$ cat config.mk
export PLATFORM = sky130hd
export DESIGN_NAME = usb_devstat_regs
export DESIGN_NICKNAME = d
export VERILOG_FILES = /design/src/rtl/usb_devstat_regs.sv
export SDC_FILE = /design/constraint.sdc
export NUM_CORES = 1
export LEC_CHECK = 0
export BUFFER_PORTS_ARGS = -buffer_cell sky130_fd_sc_hd__buf_2
export CAP_MARGIN = 20
export CORE_AREA = 4 4 45 47
export CTS_BUF_LIST = sky130_fd_sc_hd__clkbuf_4 sky130_fd_sc_hd__clkbuf_8
export DETAILED_ROUTE_END_ITERATION = 12
export DIE_AREA = 0 0 49 51
export PLACE_DENSITY = 0.84
export SYNTH_ARGS = -nofsm -noshare
export SYNTH_HDL_FRONTEND = slang
export SYNTH_SLANG_ARGS = --single-unit
export TNS_END_PERCENT = 5
$ cat constraint.sdc
create_clock -name clk -period 0.8 [get_ports clk]
set_input_delay 0.04 -clock clk [delete_from_list [all_inputs] [get_ports clk]]
set_output_delay 0.04 -clock clk [all_outputs]
set_load 0.02 [all_outputs]
$ cat src/rtl/usb_devstat_regs.sv
module usb_devstat_regs #(
  parameter int AW = 2,
  parameter int BUF_AW = 8,
  parameter logic [BUF_AW-1:0] WIN_A_LO = 'hE0,
  parameter logic [BUF_AW-1:0] WIN_A_HI = 'hE7,
  parameter logic [BUF_AW-1:0] WIN_B_LO = 'hF8,
  parameter logic [BUF_AW-1:0] WIN_B_HI = 'hFF
) (
  input  logic              clk,
  input  logic              rst_n,
  input  logic              bus_active_evt,
  input  logic              setup_start_evt,
  input  logic              ack_evt,
  input  logic              bus_reset_evt,
  input  logic              reg_we,
  input  logic [AW-1:0]     reg_addr,
  input  logic [7:0]        reg_wdata,
  output logic [7:0]        reg_rdata,
  input  logic              buf_we,
  input  logic [BUF_AW-1:0] buf_addr,
  output logic              buf_wr_allow,
  output logic [6:0]        dev_addr,
  output logic              addr_en
);
  localparam logic [AW-1:0] OFS_ADDR = AW'(0);
  localparam logic [AW-1:0] OFS_EP   = AW'(1);
  localparam logic [AW-1:0] OFS_BUS  = AW'(2);

  logic [7:0] addr_q;
  logic       setup_q, ack_q, act_q;

  wire wr_addr = reg_we && reg_addr == OFS_ADDR;
  wire wr_ep   = reg_we && reg_addr == OFS_EP;
  wire wr_bus  = reg_we && reg_addr == OFS_BUS;

  always_ff @(posedge clk or negedge rst_n) begin
    if (!rst_n) begin
      addr_q  <= '0;
      setup_q <= 1'b0;
      ack_q   <= 1'b0;
      act_q   <= 1'b0;
    end else begin
      if (bus_reset_evt) begin
        addr_q  <= '0;
        setup_q <= 1'b0;
        ack_q   <= 1'b0;
      end else begin
        if (wr_addr) addr_q <= reg_wdata;
        if (setup_start_evt) setup_q <= 1'b1;
        else if (wr_ep && !reg_wdata[7]) setup_q <= 1'b0;
        if (ack_evt) ack_q <= 1'b1;
        else if (wr_ep && !reg_wdata[6]) ack_q <= 1'b0;
      end
      if (bus_active_evt) act_q <= 1'b1;
      else if (wr_bus && !reg_wdata[0]) act_q <= 1'b0;
    end
  end

  always_comb begin
    case (reg_addr)
      OFS_ADDR: reg_rdata = addr_q;
      OFS_EP:   reg_rdata = {setup_q, ack_q, 6'b0};
      OFS_BUS:  reg_rdata = {7'b0, act_q};
      default:  reg_rdata = 8'h00;
    endcase
  end

  wire in_win_a = buf_addr >= WIN_A_LO && buf_addr <= WIN_A_HI;
  wire in_win_b = buf_addr >= WIN_B_LO && buf_addr <= WIN_B_HI;

  assign buf_wr_allow = buf_we && !(setup_q && (in_win_a || in_win_b));
  assign dev_addr     = addr_q[6:0];
  assign addr_en      = addr_q[7];
endmodule

==> run_results.csv, run 1 <==
group,metric,value,unit
outcome,status,"complete, but fails checks",
outcome,violations,"setup timing",
sta,tightest_slew,288.7,ps
synthesis,synth_edf_count,0,
synthesis,yosysSeqAreaShare,42.31,%
global_route,grt_max_degree,19,
critical_path,cp-startpoint,"setup_q$_DFFE_PN0P_",
power,swShare,26.55,%
synthesis,synth_area_leaders,"dfrtp_1 42%, mux2i_1 17%, nand2b_1 15%",
synthesis,ys_top_cells_by_count,"16 x nand2b_1, 11 x dfrtp_1, 11 x mux2i_1",
sta,setup_viol,17,
place,gp_congestion,0.6956,
drt,vias,617,
critical_path,path_depth,3,
global_route,grt_pass1_wl,2.718,mm
critical_path,crit_type,"reg -> out",
synthesis,synth_area_leader_cell,"dfrtp_1",
power,peakVddDrop,0.8713,mV
power,seqPwrFrac,45.2,%
place,placement.cell_area,902.1,sq um
synthesis,yosysWarningCount,0,
critical_path,crit_path_start_kind,"register",
power,switchingPower,348.7,uW
synthesis,muxShareOfSynthArea,16.92,%
critical_path,required,760,ps
place,placed_cells,123,
sta,max_freq,920.8,MHz
floorplan,die_y,51,um
drt,dr.pass1.iters,4,
clock_tree,cts_buffer_depth,2,
synthesis,synthSimpleGateAreaFrac,30.77,%
synthesis,async_flop_share,100.0,%
global_route,overflow,0,
power,clockPowerShare,31.5,%
synthesis,synth_top_cell_area_share,42.31,%
drt,routedWlPerCell,12.81,um
synthesis,ys.flop_type,"dfrtp_1",
synthesis,synth_cell_types,15,
sta,clock-skew-final,0,ps
drt,vias_per_cell,4.746,
synthesis,synth_xor_area_share,1.346,%
synthesis,syn_inst,63,
critical_path,reg2reg_slack,30,ps
sta,finalHoldViolations,0,
sta,relSlewSlack,80.68,%
floorplan,core_area,1652,sq um
critical_path,setup.worst_path.end,"buf_wr_allow",
sta,tns,-2618,ps
cells_and_area,drive_gt1_share,51.33,%
run,maxCapViolCount,0,
critical_path,worstReg2RegStart,"setup_q$_DFFE_PN0P_",
synthesis,syn_avg_cell_area,10.33,sq um
power,power,1.313,mW
critical_path,worst_setup_path_end_kind,"primary output",
global_route,antenna_found_initial,0,
sta,holdWs,26.90,ps
cells_and_area,nNetsFinal,140,
floorplan,io_pins,43,
critical_path,timing.rr.end,"setup_q$_DFFE_PN0P_",
critical_path,reg2reg_depth,3,
global_route,grt_pass1_vias,607,
clock_tree,clock-sinks,11,
place,hpwl,1.246,mm
critical_path,crit_family,"flip-flops",
clock_tree,ctsRootBufferMaster,"clkbuf_4",
floorplan,die_area,2499,sq um
sta,period_needed,1086,ps
cells_and_area,n_antenna_cell,0,
cells_and_area,syn_to_final_growth,55.38,%
power,p_int,964.8,uW
clock_tree,cts_tree,"built",
cells_and_area,n_fill_cell,157,
drt,drt_iter0_markers,8,
clock_tree,insertion_delay,260,ps
clock_tree,numCtsBuffers,3,
power,pwr-share-comb,23.3,%
worst_hold_path,min-delay-path-class,"in -> reg",
drt,routed_wl,1.665,mm
synthesis,syn_area,650.6,sq um
cells_and_area,instances_no_fill,130,
synthesis,synth_seq_cells,11,
cells_and_area,post-route-util,61.21,%
synthesis,synthAdderAreaFrac,0,%
synthesis,synth_top_family_by_area,"simple AND/OR/NAND/NOR gates",
critical_path,slowest_stage,"dfrtp_1",
drt,ant_nets,0,
floorplan,die-width,49,um
floorplan,fp-row-count,15,
sta,period_share,135.8,%
synthesis,synth.most_common_cell,"nand2b_1",
floorplan,start_util,39.39,%
clock_tree,cts_max_level,1,
critical_path,slowest_delay,370,ps
critical_path,critPathMaxFanout,3,
synthesis,synth_nets,89,
critical_path,worstPathArrival,1050,ps
critical_path,critPathBufInv,1,
sta,timing.final.max_slew_violations,0,
clock_tree,path_clk_slew,70,ps
power,power_density,1299,nW/um^2
critical_path,cp_cell_sequence,"nand4_1 -> o21a_1 -> buf_6",
drt,drc,0,
cells_and_area,design_area,1011,sq um
synthesis,synth_compound_area_share,4.615,%
sta,finalWorstSetupSlack,-286.0,ps
sta,rsz0062_at_grt,"yes",
power,power.leakage,0.5199,nW
place,dp_worst_setup_slack,-77.48,ps
global_route,grt_use_total,14.58,%
place,portBuffers,39,
state kept, by name (all words and copies together), names as in the netlist:
signal	count
ack_q	1
act_q	1
addr_q	8
setup_q	1
final cells by class:
type,instances,area [sq um],area share (%)
Tap cell,17,21.27,2.104
Multi-Input combinational cell,49,369.1,36.51
Sequential cell,11,276.5,27.35
Clock buffer,4,30.03,2.970
Timing Repair Buffer,49,314.1,31.06
power groups by stage:
| stage | clock network [mW] | logic (mW) | registers (mW) |
|---|---|---|---|
| 2_1_floorplan | 0 | 0.122 | 0.619 |
| 3_3_place_gp | 0 | 0.260 | 0.603 |
| 3_5_place_dp | 0 | 0.268 | 0.604 |
| 4_1_cts | 0.440 | 0.289 | 0.594 |
| 5_1_grt | 0.461 | 0.334 | 0.597 |
| 6_report | 0.413 | 0.306 | 0.594 |
worst register-to-register path: stages, from the launching register on:
cell and delay [ps]:
dfrtp_1 400, buf_4 150, nor2_4 70, a211oi_2 40
how the worst min path moves through the flow:
stage | slack (ps) | depth (start not counted) | endpoint | from
final | 30 | 3 | addr_q[3]$_DFFE_PN0P_ | reg_wdata[3]
after global routing | 20 | 3 | addr_q[3]$_DFFE_PN0P_ | reg_wdata[3]
after floorplan | -260 | 0 | ack_q$_DFFE_PN0P_ | rst_n
after global placement | -80 | 1 | addr_q[3]$_DFFE_PN0P_ | rst_n
after CTS | 10 | 3 | addr_q[2]$_DFFE_PN0P_ | reg_wdata[2]
after detailed placement | -70 | 1 | addr_q[3]$_DFFE_PN0P_ | rst_n
timing repair:
item | in CTS | in global routing
hold buffers | 2 | 0
endpoints found under the setup margin | 17 | 18
setup buffers | 0 | 1
gates resized for setup | 8 | 7
pin swaps | 2 | 3
endpoints found under the hold margin | 12 | 0
cell usage in the layout (no fill, tap or decap), drive strengths merged:
cell,instances
nand2b,16
nand4,1
a211oi,2
dfrtp,11
and2,5
buf,47
dlygate4sd3,2
nor3b,1
and3b,1
a21o,1
xor2,1
nor2,8
nand4bb,1
clkbuf,4
o21a,1
mux2i,11
logic make-up after synthesis:
| family | after synthesis |
|---|---|
| muxes | 11 |
| DFF | 11 |
| xor gates and xnor gates | 1 |
| buffers and inverters | 3 |
| AOI/OAI and AO/OA | 4 |
| and+or+nand+nor | 33 |
metal layers:
layer / routed length [um] / global-route usage (%) / vias up
li1: - / - / 311
met1: 630 / 14.88 / 279
met2: 903 / 26.74 / 25
met3: 108 / 2.915 / 2
met4: 22 / 9.417 / 0
met5: 0 / 0 / -
Note: power is estimated with default switching activity, not from simulation.
==> run 2: changes to the inputs <==
--- a/config.mk
+++ b/config.mk
@@ -7,10 +7,11 @@
 export LEC_CHECK = 0
 export BUFFER_PORTS_ARGS = -buffer_cell sky130_fd_sc_hd__buf_2
 export CAP_MARGIN = 20
-export CORE_AREA = 4 4 45 47
+export CORE_AREA = 2 2 43 45
 export CTS_BUF_LIST = sky130_fd_sc_hd__clkbuf_4 sky130_fd_sc_hd__clkbuf_8
+export CTS_CLUSTER_SIZE = 30
 export DETAILED_ROUTE_END_ITERATION = 12
-export DIE_AREA = 0 0 49 51
+export DIE_AREA = 0 0 45 47
 export PLACE_DENSITY = 0.84
 export SYNTH_ARGS = -nofsm -noshare
 export SYNTH_HDL_FRONTEND = slang
==> constraint.sdc (replaced) <==
create_clock -name clk -period 1.1 [get_ports clk]
set_input_delay 0.055 -clock clk [delete_from_list [all_inputs] [get_ports clk]]
set_output_delay 0.055 -clock clk [all_outputs]
set_load 0.02 [all_outputs]
==> run 2 against run 1 <==
Against the previous run:
- the run still ends with setup timing left
- sequential share of layout area up 2.6 points
- clock skew unchanged
- global-route usage up 0.75 points
- die area down 15%
- count of clock-buffer cells in the layout down 1
- combinational power down 38%
- final cell count down 3.8%
- register-to-register slack better by 170 ps
- critical endpoint unchanged
- largest power group unchanged
- highest routed layer unchanged
==> run_results.csv, run 2 (synthesis gave the netlist of run 1 again) <==
group,metric,value,unit
critical_path,crit_path_start_kind,"register",
floorplan,start_util,39.39,%
drt,routed_wl,1.520,mm
sta,period_needed,1144,ps
outcome,violations,"setup timing",
drt,drt_iter0_markers,8,
sta,clock-skew-final,0,ps
critical_path,crit_family,"flip-flops",
worst_hold_path,min-delay-path-class,"in -> reg",
run,maxCapViolCount,0,
sta,timing.final.max_slew_violations,0,
sta,setup_viol,1,
clock_tree,ctsRootBufferMaster,"clkbuf_4",
drt,ant_nets,0,
clock_tree,clock-sinks,11,
sta,finalWorstSetupSlack,-44.00,ps
sta,finalHoldViolations,0,
clock_tree,insertion_delay,270,ps
sta,max_freq,874.1,MHz
floorplan,die_y,47,um
place,placed_cells,118,
critical_path,worst_setup_path_end_kind,"primary output",
clock_tree,cts_max_level,1,
cells_and_area,largest_register_ffs,8,
drt,dr.pass1.iters,4,
drt,vias,608,
floorplan,core_area,1652,sq um
drt,routedWlPerCell,12.16,um
critical_path,critPathBufInv,1,
outcome,status,"complete, but fails checks",
sta,rsz0062_at_grt,"yes",
cells_and_area,nNetsFinal,135,
clock_tree,cts_buffer_depth,2,
cells_and_area,drive_gt1_share,43.52,%
critical_path,worstPathArrival,1090,ps
place,hpwl,1.159,mm
drt,drc,0,
clock_tree,path_clk_slew,80,ps
global_route,overflow,0,
sta,relSlewSlack,82.38,%
global_route,grt_pass1_wl,2.194,mm
floorplan,fp-row-count,15,
critical_path,required,1040,ps
cells_and_area,mostFrequentLayoutCells,"37 x buf_2, 16 x nand2b_1, 11 x mux2i_1, 11 x dfrtp_1, 8 x nor2_1",
critical_path,critPathMaxFanout,3,
drt,vias_per_cell,4.864,
global_route,grt_pass1_vias,517,
critical_path,crit_type,"reg -> out",
sta,tightest_slew,263.4,ps
floorplan,die_area,2115,sq um
sta,holdWs,32.43,ps
global_route,grt_max_degree,19,
cells_and_area,regArea,275.3,sq um
sta,period_share,104.0,%
cells_and_area,instances_no_fill,125,
cells_and_area,final_common_cell,"buf_2",
cells_and_area,regMostFlops,"addr_q",
floorplan,die-width,45,um
cells_and_area,syn_to_final_growth,41.35,%
critical_path,cp_cell_sequence,"nand4_1 -> o21a_1 -> buf_6",
clock_tree,cts_tree,"built",
clock_tree,numCtsBuffers,3,
critical_path,slowest_delay,380,ps
cells_and_area,multiInputGateArea,349.1,sq um
place,dp_worst_setup_slack,205.9,ps
global_route,grt_use_total,15.32,%
global_route,antenna_found_initial,0,
power,power_density,983.8,nW/um^2
power,power,904.7,uW
place,gp_congestion,0.7093,
cells_and_area,n_antenna_cell,0,
power,power.leakage,0.4895,nW
floorplan,io_pins,43,
cells_and_area,n_fill_cell,161,
critical_path,slowest_stage,"dfrtp_1",
power,peakVddDrop,0.4924,mV
place,portBuffers,39,
## run 2: where the power goes
part	switching (mW)	total (mW)	internal, mW	leakage, nW
sequential	0.0118	0.432	0.420	0.144
clock	0.147	0.282	0.135	0.0177
combinational	0.0963	0.191	0.0946	0.328
## run 2: per-layer routing
metal / vias up / global-route usage (%) / share of wire (%)
met4: 0 / 8.824 / 1.2
met5: - / 0 / 0
met1: 286 / 15.95 / 39
met3: 2 / 4.615 / 6.1
met2: 22 / 27.43 / 53
li1: 298 / - / -
## run 2: final timing paths
| check | start | endpoint | slack [ps] | depth (start not counted) |
|---|---|---|---|---|
| max | setup_q$_DFFE_PN0P_ | buf_wr_allow | -40 | 3 |
| min | reg_wdata[4] | addr_q[4]$_DFFE_PN0P_ | 30 | 3 |
| max reg2reg | setup_q$_DFFE_PN0P_ | setup_q$_DFFE_PN0P_ | 200 | 3 |
| min reg2reg | act_q$_DFFE_PN0P_ | act_q$_DFFE_PN0P_ | 490 | 1 |
| max in group asynchronous | rst_n | addr_q[1]$_DFFE_PN0P_ | 730 | 2 |
| min in group asynchronous | rst_n | ack_q$_DFFE_PN0P_ | 170 | 2 |
## run 2: layout make-up
type | count | area share (%)
tap | 17 | 2.313
sequential | 11 | 29.93
clock buffer | 3 | 2.449
timing repair buffer | 44 | 26.80
clock inverter | 1 | 0.5442
multi-input combinational | 49 | 37.96
## run 2: worst min-delay path, cell delays in order
cell and delay (ps):
buf_2 90, nand2b_1 60, mux2i_1 60
## run 2: timing repair
item,4_1_cts,5_1_grt
setup endpoints to repair,1,4
resized for setup,2,1
setup buffers,1,0
pin swaps,2,0
endpoints found under the hold margin,12,0
hold buffers,2,0
## run 2: per-stage QoR
stage	cell area, sq um	util, %	TNS [ps]
2_1_floorplan	650.6	-	0
3_3_place_gp	855.8	51.82	0
3_5_place_dp	855.8	51.82	0
4_1_cts	917.1	55.53	-30.84
5_1_grt	919.6	55.68	-203.0
6_report	919.6	55.68	-44.00
